--- src/rtl/serport_pkg.sv ---
package serport_pkg;

    typedef enum logic [2:0] {
        ST_IDLE,
        ST_SM_LOW,
        ST_SM_HIGH,
        ST_SLAVE,
        ST_ATX,
        ST_ARX_HUNT,
        ST_ARX_BIT
    } eng_state_e;

    typedef enum logic [1:0] {
        RL_HALF,
        RL_BIT,
        RL_MID
    } reload_e;

    localparam int OVS_LOG2 = 3;

endpackage

--- src/rtl/serport_sync2.sv ---
module serport_sync2 #(
    parameter int WIDTH  = 3,
    parameter int STAGES = 2
) (
    input  logic             clk,
    input  logic             rst_n,
    input  logic [WIDTH-1:0] din,
    output logic [WIDTH-1:0] dout
);
    logic [WIDTH-1:0] stg_d [STAGES];
    logic [WIDTH-1:0] stg_q [STAGES];

    always_comb begin
        for (int i = 0; i < STAGES; i++) begin
            stg_d[i] = (i == 0) ? din : stg_q[(i == 0) ? 0 : i - 1];
        end
    end

    for (genvar g = 0; g < STAGES; g++) begin : g_stage
        always_ff @(posedge clk or negedge rst_n) begin
            if (!rst_n) stg_q[g] <= '1;
            else        stg_q[g] <= stg_d[g];
        end
    end

    assign dout = stg_q[STAGES-1];
endmodule

--- src/rtl/serport_timer.sv ---
module serport_timer
    import serport_pkg::*;
#(
    parameter int DIV_W = 8
) (
    input  logic             clk,
    input  logic             rst_n,
    input  logic             cyc_en,
    input  logic [DIV_W-1:0] div,
    input  logic             load,
    input  reload_e          kind,
    output logic             expire
);
    localparam int CNT_W = DIV_W + OVS_LOG2;

    logic [CNT_W-1:0] cnt_d, cnt_q;
    logic [CNT_W-1:0] rl_val;

    always_comb begin
        unique case (kind)
            RL_BIT:  rl_val = {div, {OVS_LOG2{1'b1}}};
            RL_MID:  rl_val = {1'b0, div, {(OVS_LOG2-1){1'b1}}};
            default: rl_val = CNT_W'(div);
        endcase
        cnt_d = cnt_q;
        if (load)                          cnt_d = rl_val;
        else if (cyc_en && cnt_q != '0)    cnt_d = cnt_q - CNT_W'(1);
    end

    always_ff @(posedge clk or negedge rst_n) begin
        if (!rst_n) cnt_q <= '0;
        else        cnt_q <= cnt_d;
    end

    assign expire = cyc_en && (cnt_q == '0);
endmodule

--- src/rtl/serport_engine.sv ---
module serport_engine
    import serport_pkg::*;
#(
    parameter int DATA_W = 8
) (
    input  logic              clk,
    input  logic              rst_n,
    input  logic              cyc_en,
    input  logic              cfg_async,
    input  logic              cfg_master,
    input  logic              cfg_dir_tx,
    input  logic              start,
    input  logic [DATA_W-1:0] tx_data,
    input  logic              rx_raw,
    input  logic              rx_sync,
    input  logic              sck_sync,
    input  logic              tmr_expire,
    output logic              tmr_load,
    output reload_e           tmr_kind,
    output logic [DATA_W-1:0] rx_data,
    output logic              done,
    output logic              busy,
    output logic              frame_err,
    output logic              sck_out,
    output logic              line_out
);
    localparam int BIT_W = $clog2(DATA_W + 2);
    localparam logic [BIT_W-1:0] NB_LAST = BIT_W'(DATA_W);
    localparam logic [BIT_W-1:0] NB_STOP = BIT_W'(DATA_W + 1);

    typedef struct packed {
        eng_state_e        st;
        logic [DATA_W-1:0] sh;
        logic [BIT_W-1:0]  nb;
        logic              sck;
        logic              line;
        logic [DATA_W-1:0] rxd;
        logic              done;
        logic              busy;
        logic              ferr;
        logic              sck_prev;
        logic              rx_prev;
    } eng_regs_t;

    eng_regs_t d, q;
    logic sck_fall, sck_rise, rx_fall;

    always_comb begin
        d        = q;
        tmr_load = 1'b0;
        tmr_kind = RL_HALF;
        sck_fall = cyc_en && q.sck_prev && !sck_sync;
        sck_rise = cyc_en && !q.sck_prev && sck_sync;
        rx_fall  = cyc_en && q.rx_prev && !rx_sync;
        if (cyc_en) begin
            d.sck_prev = sck_sync;
            d.rx_prev  = rx_sync;
        end

        unique case (q.st)
            ST_IDLE: begin
                if (start) begin
                    d.busy = 1'b1;
                    d.done = 1'b0;
                    d.ferr = 1'b0;
                    d.sh   = tx_data;
                    d.nb   = '0;
                    if (cfg_async) begin
                        if (cfg_dir_tx) begin
                            d.st     = ST_ATX;
                            d.line   = 1'b0;
                            tmr_load = 1'b1;
                            tmr_kind = RL_BIT;
                        end else begin
                            d.st = ST_ARX_HUNT;
                        end
                    end else if (cfg_master) begin
                        d.st     = ST_SM_LOW;
                        d.sck    = 1'b0;
                        d.line   = tx_data[0];
                        tmr_load = 1'b1;
                    end else begin
                        d.st = ST_SLAVE;
                    end
                end
            end

            ST_SM_LOW: begin
                if (tmr_expire) begin
                    d.sck    = 1'b1;
                    d.sh     = {rx_raw, q.sh[DATA_W-1:1]};
                    d.nb     = q.nb + BIT_W'(1);
                    d.st     = ST_SM_HIGH;
                    tmr_load = 1'b1;
                end
            end

            ST_SM_HIGH: begin
                if (tmr_expire) begin
                    if (q.nb == NB_LAST) begin
                        d.rxd  = q.sh;
                        d.done = 1'b1;
                        d.busy = 1'b0;
                        d.line = 1'b1;
                        d.st   = ST_IDLE;
                    end else begin
                        d.sck    = 1'b0;
                        d.line   = q.sh[0];
                        d.st     = ST_SM_LOW;
                        tmr_load = 1'b1;
                    end
                end
            end

            ST_SLAVE: begin
                if (sck_fall) begin
                    d.line = q.sh[0];
                end
                if (sck_rise) begin
                    d.sh = {rx_sync, q.sh[DATA_W-1:1]};
                    d.nb = q.nb + BIT_W'(1);
                    if (q.nb == NB_LAST - BIT_W'(1)) begin
                        d.rxd  = {rx_sync, q.sh[DATA_W-1:1]};
                        d.done = 1'b1;
                        d.busy = 1'b0;
                        d.line = 1'b1;
                        d.st   = ST_IDLE;
                    end
                end
            end

            ST_ATX: begin
                if (tmr_expire) begin
                    if (q.nb == NB_STOP) begin
                        d.done = 1'b1;
                        d.busy = 1'b0;
                        d.line = 1'b1;
                        d.st   = ST_IDLE;
                    end else begin
                        d.nb     = q.nb + BIT_W'(1);
                        tmr_load = 1'b1;
                        tmr_kind = RL_BIT;
                        if (q.nb < NB_LAST) begin
                            d.line = q.sh[0];
                            d.sh   = {1'b0, q.sh[DATA_W-1:1]};
                        end else begin
                            d.line = 1'b1;
                        end
                    end
                end
            end

            ST_ARX_HUNT: begin
                if (rx_fall) begin
                    d.st     = ST_ARX_BIT;
                    d.nb     = '0;
                    tmr_load = 1'b1;
                    tmr_kind = RL_MID;
                end
            end

            ST_ARX_BIT: begin
                if (tmr_expire) begin
                    if (q.nb == '0) begin
                        if (rx_sync) begin
                            d.st = ST_ARX_HUNT;
                        end else begin
                            d.nb     = BIT_W'(1);
                            tmr_load = 1'b1;
                            tmr_kind = RL_BIT;
                        end
                    end else if (q.nb <= NB_LAST) begin
                        d.sh     = {rx_sync, q.sh[DATA_W-1:1]};
                        d.nb     = q.nb + BIT_W'(1);
                        tmr_load = 1'b1;
                        tmr_kind = RL_BIT;
                    end else begin
                        d.rxd  = q.sh;
                        d.ferr = !rx_sync;
                        d.done = 1'b1;
                        d.busy = 1'b0;
                        d.st   = ST_IDLE;
                    end
                end
            end

            default: d.st = ST_IDLE;
        endcase
    end

    always_ff @(posedge clk or negedge rst_n) begin
        if (!rst_n) begin
            q.st       <= ST_IDLE;
            q.sh       <= '0;
            q.nb       <= '0;
            q.sck      <= 1'b1;
            q.line     <= 1'b1;
            q.rxd      <= '0;
            q.done     <= 1'b0;
            q.busy     <= 1'b0;
            q.ferr     <= 1'b0;
            q.sck_prev <= 1'b1;
            q.rx_prev  <= 1'b1;
        end else begin
            q <= d;
        end
    end

    assign rx_data   = q.rxd;
    assign done      = q.done;
    assign busy      = q.busy;
    assign frame_err = q.ferr;
    assign sck_out   = q.sck;
    assign line_out  = q.line;
endmodule

--- src/rtl/serport.sv ---
module serport
    import serport_pkg::*;
#(
    parameter int DATA_W      = 8,
    parameter int DIV_W       = 8,
    parameter int SYNC_STAGES = 2
) (
    input  logic              clk,
    input  logic              rst_n,
    input  logic              cyc_en,
    input  logic              cfg_async,
    input  logic              cfg_master,
    input  logic              cfg_3wire,
    input  logic              cfg_dir_tx,
    input  logic [DIV_W-1:0]  cfg_div,
    input  logic              start,
    input  logic [DATA_W-1:0] tx_data,
    output logic              busy,
    output logic              done,
    output logic              frame_err,
    output logic [DATA_W-1:0] rx_data,
    input  logic              sck_in,
    output logic              sck_out,
    output logic              sck_oe,
    input  logic              sd_in,
    output logic              sd_out,
    output logic              sd_oe,
    input  logic              si_in
);
    localparam int NSYNC = 3;

    logic [NSYNC-1:0] pins_raw, pins_sync;
    logic             use_shared;
    logic             rx_raw, rx_sync;
    logic             tmr_load, tmr_expire;
    reload_e          tmr_kind;

    assign pins_raw   = {sck_in, sd_in, si_in};
    assign use_shared = !cfg_async && !cfg_3wire;
    assign rx_raw     = use_shared ? sd_in : si_in;
    assign rx_sync    = use_shared ? pins_sync[1] : pins_sync[0];

    serport_sync2 #(
        .WIDTH  (NSYNC),
        .STAGES (SYNC_STAGES)
    ) u_sync (
        .clk  (clk),
        .rst_n(rst_n),
        .din  (pins_raw),
        .dout (pins_sync)
    );

    serport_timer #(
        .DIV_W(DIV_W)
    ) u_timer (
        .clk   (clk),
        .rst_n (rst_n),
        .cyc_en(cyc_en),
        .div   (cfg_div),
        .load  (tmr_load),
        .kind  (tmr_kind),
        .expire(tmr_expire)
    );

    serport_engine #(
        .DATA_W(DATA_W)
    ) u_engine (
        .clk       (clk),
        .rst_n     (rst_n),
        .cyc_en    (cyc_en),
        .cfg_async (cfg_async),
        .cfg_master(cfg_master),
        .cfg_dir_tx(cfg_dir_tx),
        .start     (start),
        .tx_data   (tx_data),
        .rx_raw    (rx_raw),
        .rx_sync   (rx_sync),
        .sck_sync  (pins_sync[2]),
        .tmr_expire(tmr_expire),
        .tmr_load  (tmr_load),
        .tmr_kind  (tmr_kind),
        .rx_data   (rx_data),
        .done      (done),
        .busy      (busy),
        .frame_err (frame_err),
        .sck_out   (sck_out),
        .line_out  (sd_out)
    );

    assign sck_oe = !cfg_async && cfg_master;
    assign sd_oe  = cfg_async ? cfg_dir_tx : (cfg_3wire || cfg_dir_tx);
endmodule

--- config.mk ---
export PLATFORM = sky130hd
export DESIGN_NAME = serport
export DESIGN_NICKNAME = d
export VERILOG_FILES = /design/src/rtl/serport_pkg.sv /design/src/rtl/serport_sync2.sv /design/src/rtl/serport_timer.sv /design/src/rtl/serport_engine.sv /design/src/rtl/serport.sv
export SDC_FILE = /design/constraint.sdc
export NUM_CORES = 1
export LEC_CHECK = 0
export ABC_AREA = 0
export BUFFER_PORTS_ARGS = -buffer_cell sky130_fd_sc_hd__clkbuf_2
export CORE_MARGIN = 5
export CORE_UTILIZATION = 50
export CTS_BUF_LIST = sky130_fd_sc_hd__clkbuf_2 sky130_fd_sc_hd__clkbuf_4 sky130_fd_sc_hd__clkbuf_8
export DETAILED_ROUTE_END_ITERATION = 6
export PLACE_DENSITY = 0.69
export SLEW_MARGIN = 20
export SYNTH_ARGS = -nofsm -noshare
export SYNTH_HDL_FRONTEND = slang
export SYNTH_SLANG_ARGS = --single-unit
--- constraint.sdc ---
create_clock -name clk -period 4.9 [get_ports clk]
set_clock_uncertainty 0.05 [all_clocks]
set_input_delay 0.49 -clock clk [delete_from_list [all_inputs] [get_ports clk]]
set_output_delay 0.49 -clock clk [all_outputs]
set_load 0.005 [all_outputs]
==> results of run 1 <==
-- cells in the final DEF, fill, tap and decap left out, types with 3 or more instances in the layout --
cell      count
clkbuf_2     41
dfrtp_1      37
nor2_1       34
nand2_1      34
mux2_2       23
a21oi_1      22
o21ai_0      20
inv_1        11
nand3_1      11
mux2i_1      11
nor2b_1      10
dfstp_2      10
a22o_1        8
nor3_1        8
ha_1          8
a22oi_1       7
a21o_1        6
xnor2_1       6
clkbuf_8      5
nand3b_1      4
nand2b_1      4
a31oi_1       4
or4_1         4
a211oi_1      4
xor2_1        3
o22ai_1       3
-- layout make-up --
class,count,share of cell area (%)
tap,77,2.81
clock buffer,5,2.00
multi-input combinational,264,51.6
inverter,13,1.42
clock inverter,3,1.38
timing repair buffer,42,6.19
sequential,47,34.6
-- Yosys cell counts, types with 6 or more instances --
| master | n |
|---|---|
| xnor2_1 | 6 |
| nand3_1 | 11 |
| nand2_1 | 34 |
| a21o_1 | 6 |
| mux2i_1 | 11 |
| nor2b_1 | 10 |
| mux2_2 | 23 |
| dfrtp_1 | 37 |
| nor3_1 | 8 |
| a22oi_1 | 7 |
| ha_1 | 8 |
| clkbuf_1 | 15 |
| buf_4 | 8 |
| o21ai_0 | 20 |
| a21oi_1 | 22 |
| a22o_1 | 8 |
| inv_1 | 11 |
| nor2_1 | 34 |
| dfstp_2 | 10 |
-- per-stage QoR --
stage | util, % | power [W] | hold WS (ns)
floorplan | - | 0.00116 | 0.144
global placement | 53.2 | 0.00132 | 0.296
detailed placement | 53.2 | 0.00133 | 0.299
CTS | 55.0 | 0.00163 | 0.206
global route | 55.0 | 0.00175 | 0.201
finish | 55.0 | 0.00163 | 0.212
-- cell families (layout without fill, tap and decap cells) --
family	after synthesis	in the layout	synth area share, %
adders and majority gates	8	8	3.18
AOI/OAI and AO/OA	90	90	18.8
buffers and inverters	40	63	6.04
DFF	47	47	37.7
xor gates and xnor gates	9	9	2.50
muxes	35	35	12.2
and+or+nand+nor	122	122	19.6
-- flip-flops by register name, summed over array words and instances, names as in the netlist, 3 cells and up --
signal,count
u_engine.q,17
u_timer.cnt_q,11
u_engine.rx_data,8
u_sync.dout,3
u_sync.stg_d,3
-- routing by layer --
metal  vias up  global-route usage, %  routed length, um
met5         -                      0                  0
met4         0                   6.50                176
met3        18                   3.87                417
met2       112                   29.3               3330
met1      1259                   25.3               3220
li1       1297                      -                  -
-- worst max-delay path, stage by stage (launching register included) --
cell and delay, ns:
dfrtp_1 0.69, nor2b_1 0.51, nand3_1 0.24, nor2_1 0.19, nor2b_1 0.06, a31oi_1 0.23, inv_1 0.07, ha_1 0.30
a22oi_1 0.22, nor2_1 0.06, a21oi_1 0.17, mux2i_1 0.10
-- how the worst max path moves through the flow --
stage	depth (start not counted)	from	end
final	11	u_engine.q[29]$_DFFE_PN0P_	u_timer.cnt_q[6]$_DFFE_PN0P_
after global routing	11	u_engine.q[29]$_DFFE_PN0P_	u_timer.cnt_q[6]$_DFFE_PN0P_
after CTS	8	u_timer.cnt_q[0]$_DFFE_PN0P_	u_engine.q[18]$_DFFE_PN0P_
after detailed placement	7	cfg_async	u_engine.q[18]$_DFFE_PN0P_
after global placement	7	cfg_async	u_engine.q[18]$_DFFE_PN0P_
after floorplan	13	u_timer.cnt_q[0]$_DFFE_PN0P_	u_timer.cnt_q[6]$_DFFE_PN0P_
-- power by group through the flow --
| stage | registers [W] | logic (W) | clock network, W |
|---|---|---|---|
| after global routing | 0.000653 | 0.000778 | 0.000321 |
| final | 0.000636 | 0.000700 | 0.000298 |
| after CTS | 0.000633 | 0.000694 | 0.000303 |
| after global placement | 0.000637 | 0.000679 | 0 |
| after detailed placement | 0.000641 | 0.000690 | 0 |
| after floorplan | 0.000582 | 0.000575 | 0 |
==> run summary, run 1 <==
Layout cell share with drive strength beyond 1: 24.3%
Measured slew at the worst slew-check pin: 0.894 ns
Hpwl dp: 5240 um
Syn Inst Count: 351
DRC: 0
Final worst setup slack: 1.89 ns
CTS HTree Levels: 2
Final Hold Fails: 0
Max-cap violations: 0
Post-synth top area cell: dfrtp_1
Worst Hold End: u_sync.stg_d[2]$_DFF_PN1_
RR Endpoint: u_timer.cnt_q[6]$_DFFE_PN0P_
Drt total wl: 7140 um
Critical path launch point type: register
Die X: 89.4 um
Diodes inserted: 0
Largest net degree at the start of global routing: 48
Endpoint type of the worst setup path: register
Critical Path AT: 3.13 ns
HP Class: in2reg
Antenna viol nets, final: 0
Worst Path Max Fanout: 17
CTS sink count: 47
Port bufs: 41
Global-route wire length before repair: 11,700 um
CTS max path bufs: 2
EDFF count, synth: 0
Tmin final: 3.01 ns
RSZ-0062 raised after global routing: false
Switching fraction of total power: 41.2%
Seq pwr share: 38.9%
Design Area, Final: 3430 um^2
Switching pwr: 0.000673 W
Total power per unit cell area: 476 nW/um^2
Antenna violations before repair: 0
Slew margin rel.: 39.9%
# placed instances: 443
Drt pass-1 iters: 5
Multi-input gate area: 1770 um^2
Share of flip-flops with an asynchronous set or reset: 100%
Vias: 2,686
Top-area cell type share of the netlist area: 29.4%
Flops & latches, synth: 47
Syn Area/Cell: 8.98 um^2
Initial Util: 50.5%
Post-synth cell types: 54
Cts bufs inserted: 5
Vias/cell: 5.96
Worst Hold Depth: 1
CTS resizes: 0
IO Count: 42
Synth warn: 0
Hold path start: sck_in
Reg area: 1190 um^2
Sequential cell area fraction in the yosys report: 37.7%
FF-to-FF path depth: 11
Comb power frac: 42.9%
# hold bufs at CTS: 0
Post-route insts no fill: 451
Clock Tree Root: clkbuf_8
Setup Buffers After CTS: 0
GRT Util Overall: 18.6%
Vias in the first global route: 2,521
CTS tree: yes
Final setup vio count: 0
Max frequency: 332 MHz
Top area cells in the synthesized netlist: dfrtp_1 29%, dfstp_2 8.3%, mux2_2 8.2%, nand2_1 4.1%, nor2_1 4.1%
Mapped cell area: 3150 um^2
Grt total ovfl: 0
Max IR drop VDD: 267 uV
Avg WL per Cell: 15.8 um
Chip height: 89.4 um
Clk Latency, worst-skew pair: 0.30 ns
Die ar.: 7990 um^2
Pint: 0.000961 W
Clock transition at path regs: 0.10 ns
Post-Syn Nets: 386
Setup Crit Path Kind: reg2reg
Reg-to-Reg Start: u_engine.q[29]$_DFFE_PN0P_
Core Region: 6240 um^2
Syn-to-layout area delta: 9.01%
WP data required: 5.02 ns
Slew Viols, Final: 0
Final Cycle Share: 61.5%
Placed Area: 3320 um^2
Outcome: complete, no violations
Fill cells: 582
Setup TNS: 0 ns
Clock Power Share: 18.2%
Pleak: 1.51 nW
Register-to-register setup slack: 1.89 ns
Nets@finish: 408
# rows: 29
Drt first-iter violations: 280
Most used DFF post-synth: dfrtp_1
Place WS: 1.75 ns
GPL Wtd Cong: 0.929
No activity file was read; power rests on OpenSTA's default activity.
==> run 2: changes to the inputs <==
==> constraint.sdc (replaced) <==
create_clock -name clk -period 2.9 [get_ports clk]
set_clock_uncertainty 0.05 [all_clocks]
set_input_delay 0.29 -clock clk [delete_from_list [all_inputs] [get_ports clk]]
set_output_delay 0.29 -clock clk [all_outputs]
set_load 0.005 [all_outputs]
==> run 2 against run 1 <==
Against the previous run:
- sequential share of layout area fell by 1.8 points
- sequential power rose by 64%
- design area rose by 5.4%
- flip-flop and latch count did not move
- routed wire length rose by 9.7%
- total power rose by 77%
- critical path depth fell by 3
- hold slack got worse by 0.20 ns
- largest power group unchanged
==> run summary, run 2 (same netlist as run 1, synthesis figures left out) <==
Antenna violations before repair: 0 (unchanged)
Setup TNS: 0 ns (unchanged)
Vias: 2,723 (was 2,686)
Cts bufs inserted: 5 (unchanged)
Most frequent cells in the layout: 40 x clkbuf_2, 37 x dfrtp_1, 34 x nor2_1, 34 x nand2_1, 23 x mux2_2 (was 41 x clkbuf_2, 37 x dfrtp_1, 34 x nor2_1, 34 x nand2_1, 23 x mux2_2)
Fill cells: 579 (was 582)
Hold WS: 0.00883 ns (was 0.212 ns)
Layout cell share with drive strength beyond 1: 29.0% (was 24.3%)
CTS tree: yes (unchanged)
Measured slew at the worst slew-check pin: 0.951 ns (was 0.894 ns)
Clk Latency, worst-skew pair: 0.31 ns (was 0.30 ns)
Die X: 89.4 um (unchanged)
Pleak: 1.61 nW (was 1.51 nW)
Setup Crit Path Kind: reg2reg (unchanged)
Max frequency: 360 MHz (was 332 MHz)
Max reg flops: 17 (unchanged)
Reg area: 1190 um^2 (unchanged)
Global-route wire length before repair: 12,800 um (was 11,700 um)
Chip height: 89.4 um (unchanged)
Max-cap violations: 0 (unchanged)
Initial Util: 50.5% (unchanged)
Antenna viol nets, final: 0 (unchanged)
Avg WL per Cell: 16.6 um (was 15.8 um)
Outcome: complete, no violations (unchanged)
Drt pass-1 iters: 5 (unchanged)
Clock Tree Root: clkbuf_8 (unchanged)
Die ar.: 7990 um^2 (unchanged)
Grt total ovfl: 0 (unchanged)
Register with the most flip-flops: u_engine.q (unchanged)
# rows: 29 (unchanged)
WP data required: 3.08 ns (was 5.02 ns)
Worst Path Max Fanout: 7 (was 17)
Tmin final: 2.78 ns (was 3.01 ns)
DRC: 0 (unchanged)
CTS max path bufs: 2 (unchanged)
Vias in the first global route: 2,682 (was 2,521)
Total power per unit cell area: 799 nW/um^2 (was 476 nW/um^2)
Multi-input gate area: 1790 um^2 (was 1770 um^2)
RSZ-0062 raised after global routing: false (unchanged)
Final Hold Fails: 0 (unchanged)
Diodes inserted: 0 (unchanged)
Final setup vio count: 0 (unchanged)
Core Region: 6240 um^2 (unchanged)
Final Cycle Share: 95.8% (was 61.5%)
Drt total wl: 7840 um (was 7140 um)
HP Class: in2reg (unchanged)
Critical path launch point type: register (unchanged)
Clock transition at path regs: 0.10 ns (about the same)
CTS HTree Levels: 2 (unchanged)
GPL Wtd Cong: 0.921 (was 0.929)
IO Count: 42 (unchanged)
Setup Buffers After CTS: 0 (unchanged)
Port bufs: 41 (unchanged)
Slew Viols, Final: 0 (unchanged)
Max IR drop VDD: 345 uV (was 267 uV)
Syn-to-layout area delta: 14.9% (was 9.01%)
Endpoint type of the worst setup path: register (unchanged)
Commonest non-fill, non-tap cell in the layout: clkbuf_2 (unchanged)
CTS sink count: 47 (unchanged)
GRT Util Overall: 20.5% (was 18.6%)
Critical Path AT: 2.96 ns (was 3.13 ns)
Nets@finish: 430 (was 408)
Drt first-iter violations: 324 (was 280)
Largest net degree at the start of global routing: 42 (was 48)
Vias/cell: 5.76 (was 5.96)
Slew margin rel.: 36.6% (was 39.9%)
Hpwl dp: 5880 um (was 5240 um)
## run 2: changes by cell type in the layout (fill, tap and decap cells not counted), sizes merged
cell,previous run,this run
clkinvlp,0,1
buf,1,22
clkinv,3,2
clkbuf,46,45
dlygate4sd3,0,2
## run 2: routing by layer
metal	global-route usage, %	part of all wire, %
met1	28.5	44
met2	32.8	48
met3	3.50	6.1
met4	6.22	1.7
met5	0	0
## run 2: path summary, 6_finish.rpt
path | start | endpoint | slack [ns] | cells past startpoint
max | u_timer.cnt_q[0]$_DFFE_PN0P_ | u_engine.q[18]$_DFFE_PN0P_ | 0.12 | 8
min | sd_in | u_sync.stg_d[1]$_DFF_PN1_ | 0.009 | 1
max reg2reg | u_timer.cnt_q[0]$_DFFE_PN0P_ | u_engine.q[18]$_DFFE_PN0P_ | 0.12 | 8
min reg2reg | u_sync.stg_d[0]$_DFF_PN1_ | u_sync.dout[0]$_DFF_PN1_ | 0.31 | 0
max in group asynchronous | rst_n | u_sync.dout[0]$_DFF_PN1_ | 1.99 | 2
min in group asynchronous | rst_n | u_engine.done$_DFFE_PN0P_ | 0.07 | 1
## run 2: report_power, final
part | internal [W] | switching (W) | leakage [nW]
logic | 0.000613 | 0.000722 | 0.975
registers | 0.000828 | 0.000214 | 0.582
clock network | 0.000260 | 0.000253 | 0.0548
## run 2: repair_timing
item,in CTS,in global routing
hold buffers,1,1
endpoints found under the setup margin,0,13
hold endpoints to repair,1,1
resized for setup,0,4
## run 2: cell type report
type	count	area share [%]
Clock buffer	5	1.90
Clock inverter	3	1.28
Inverter	13	1.35
Multi-Input combinational cell	264	49.4
Sequential cell	47	32.8
Tap cell	77	2.66
Timing Repair Buffer	64	10.6
## run 2: critical path, stage by stage (launching register included)
cell,delay [ns]
dfrtp_1,0.42
inv_1,0.09
ha_1,0.14
nor4b_2,0.30
and4_2,0.40
o22ai_2,0.11
or4_1,0.58
or4_1,0.53
o211ai_1,0.09
## run 2: metrics by stage
step	worst slack, ns	total power, W	cells	utilization (%)	cell area, um^2
after detailed placement	0.0937	0.00236	463	55.6	3470
after CTS	0.0576	0.00287	472	57.6	3590
final	0.121	0.00289	473	58.0	3620
after global placement	0.157	0.00233	463	55.6	3470
after floorplan	0.315	0.00196	351	-	3150
after global routing	0.00353	0.00310	473	58.0	3620
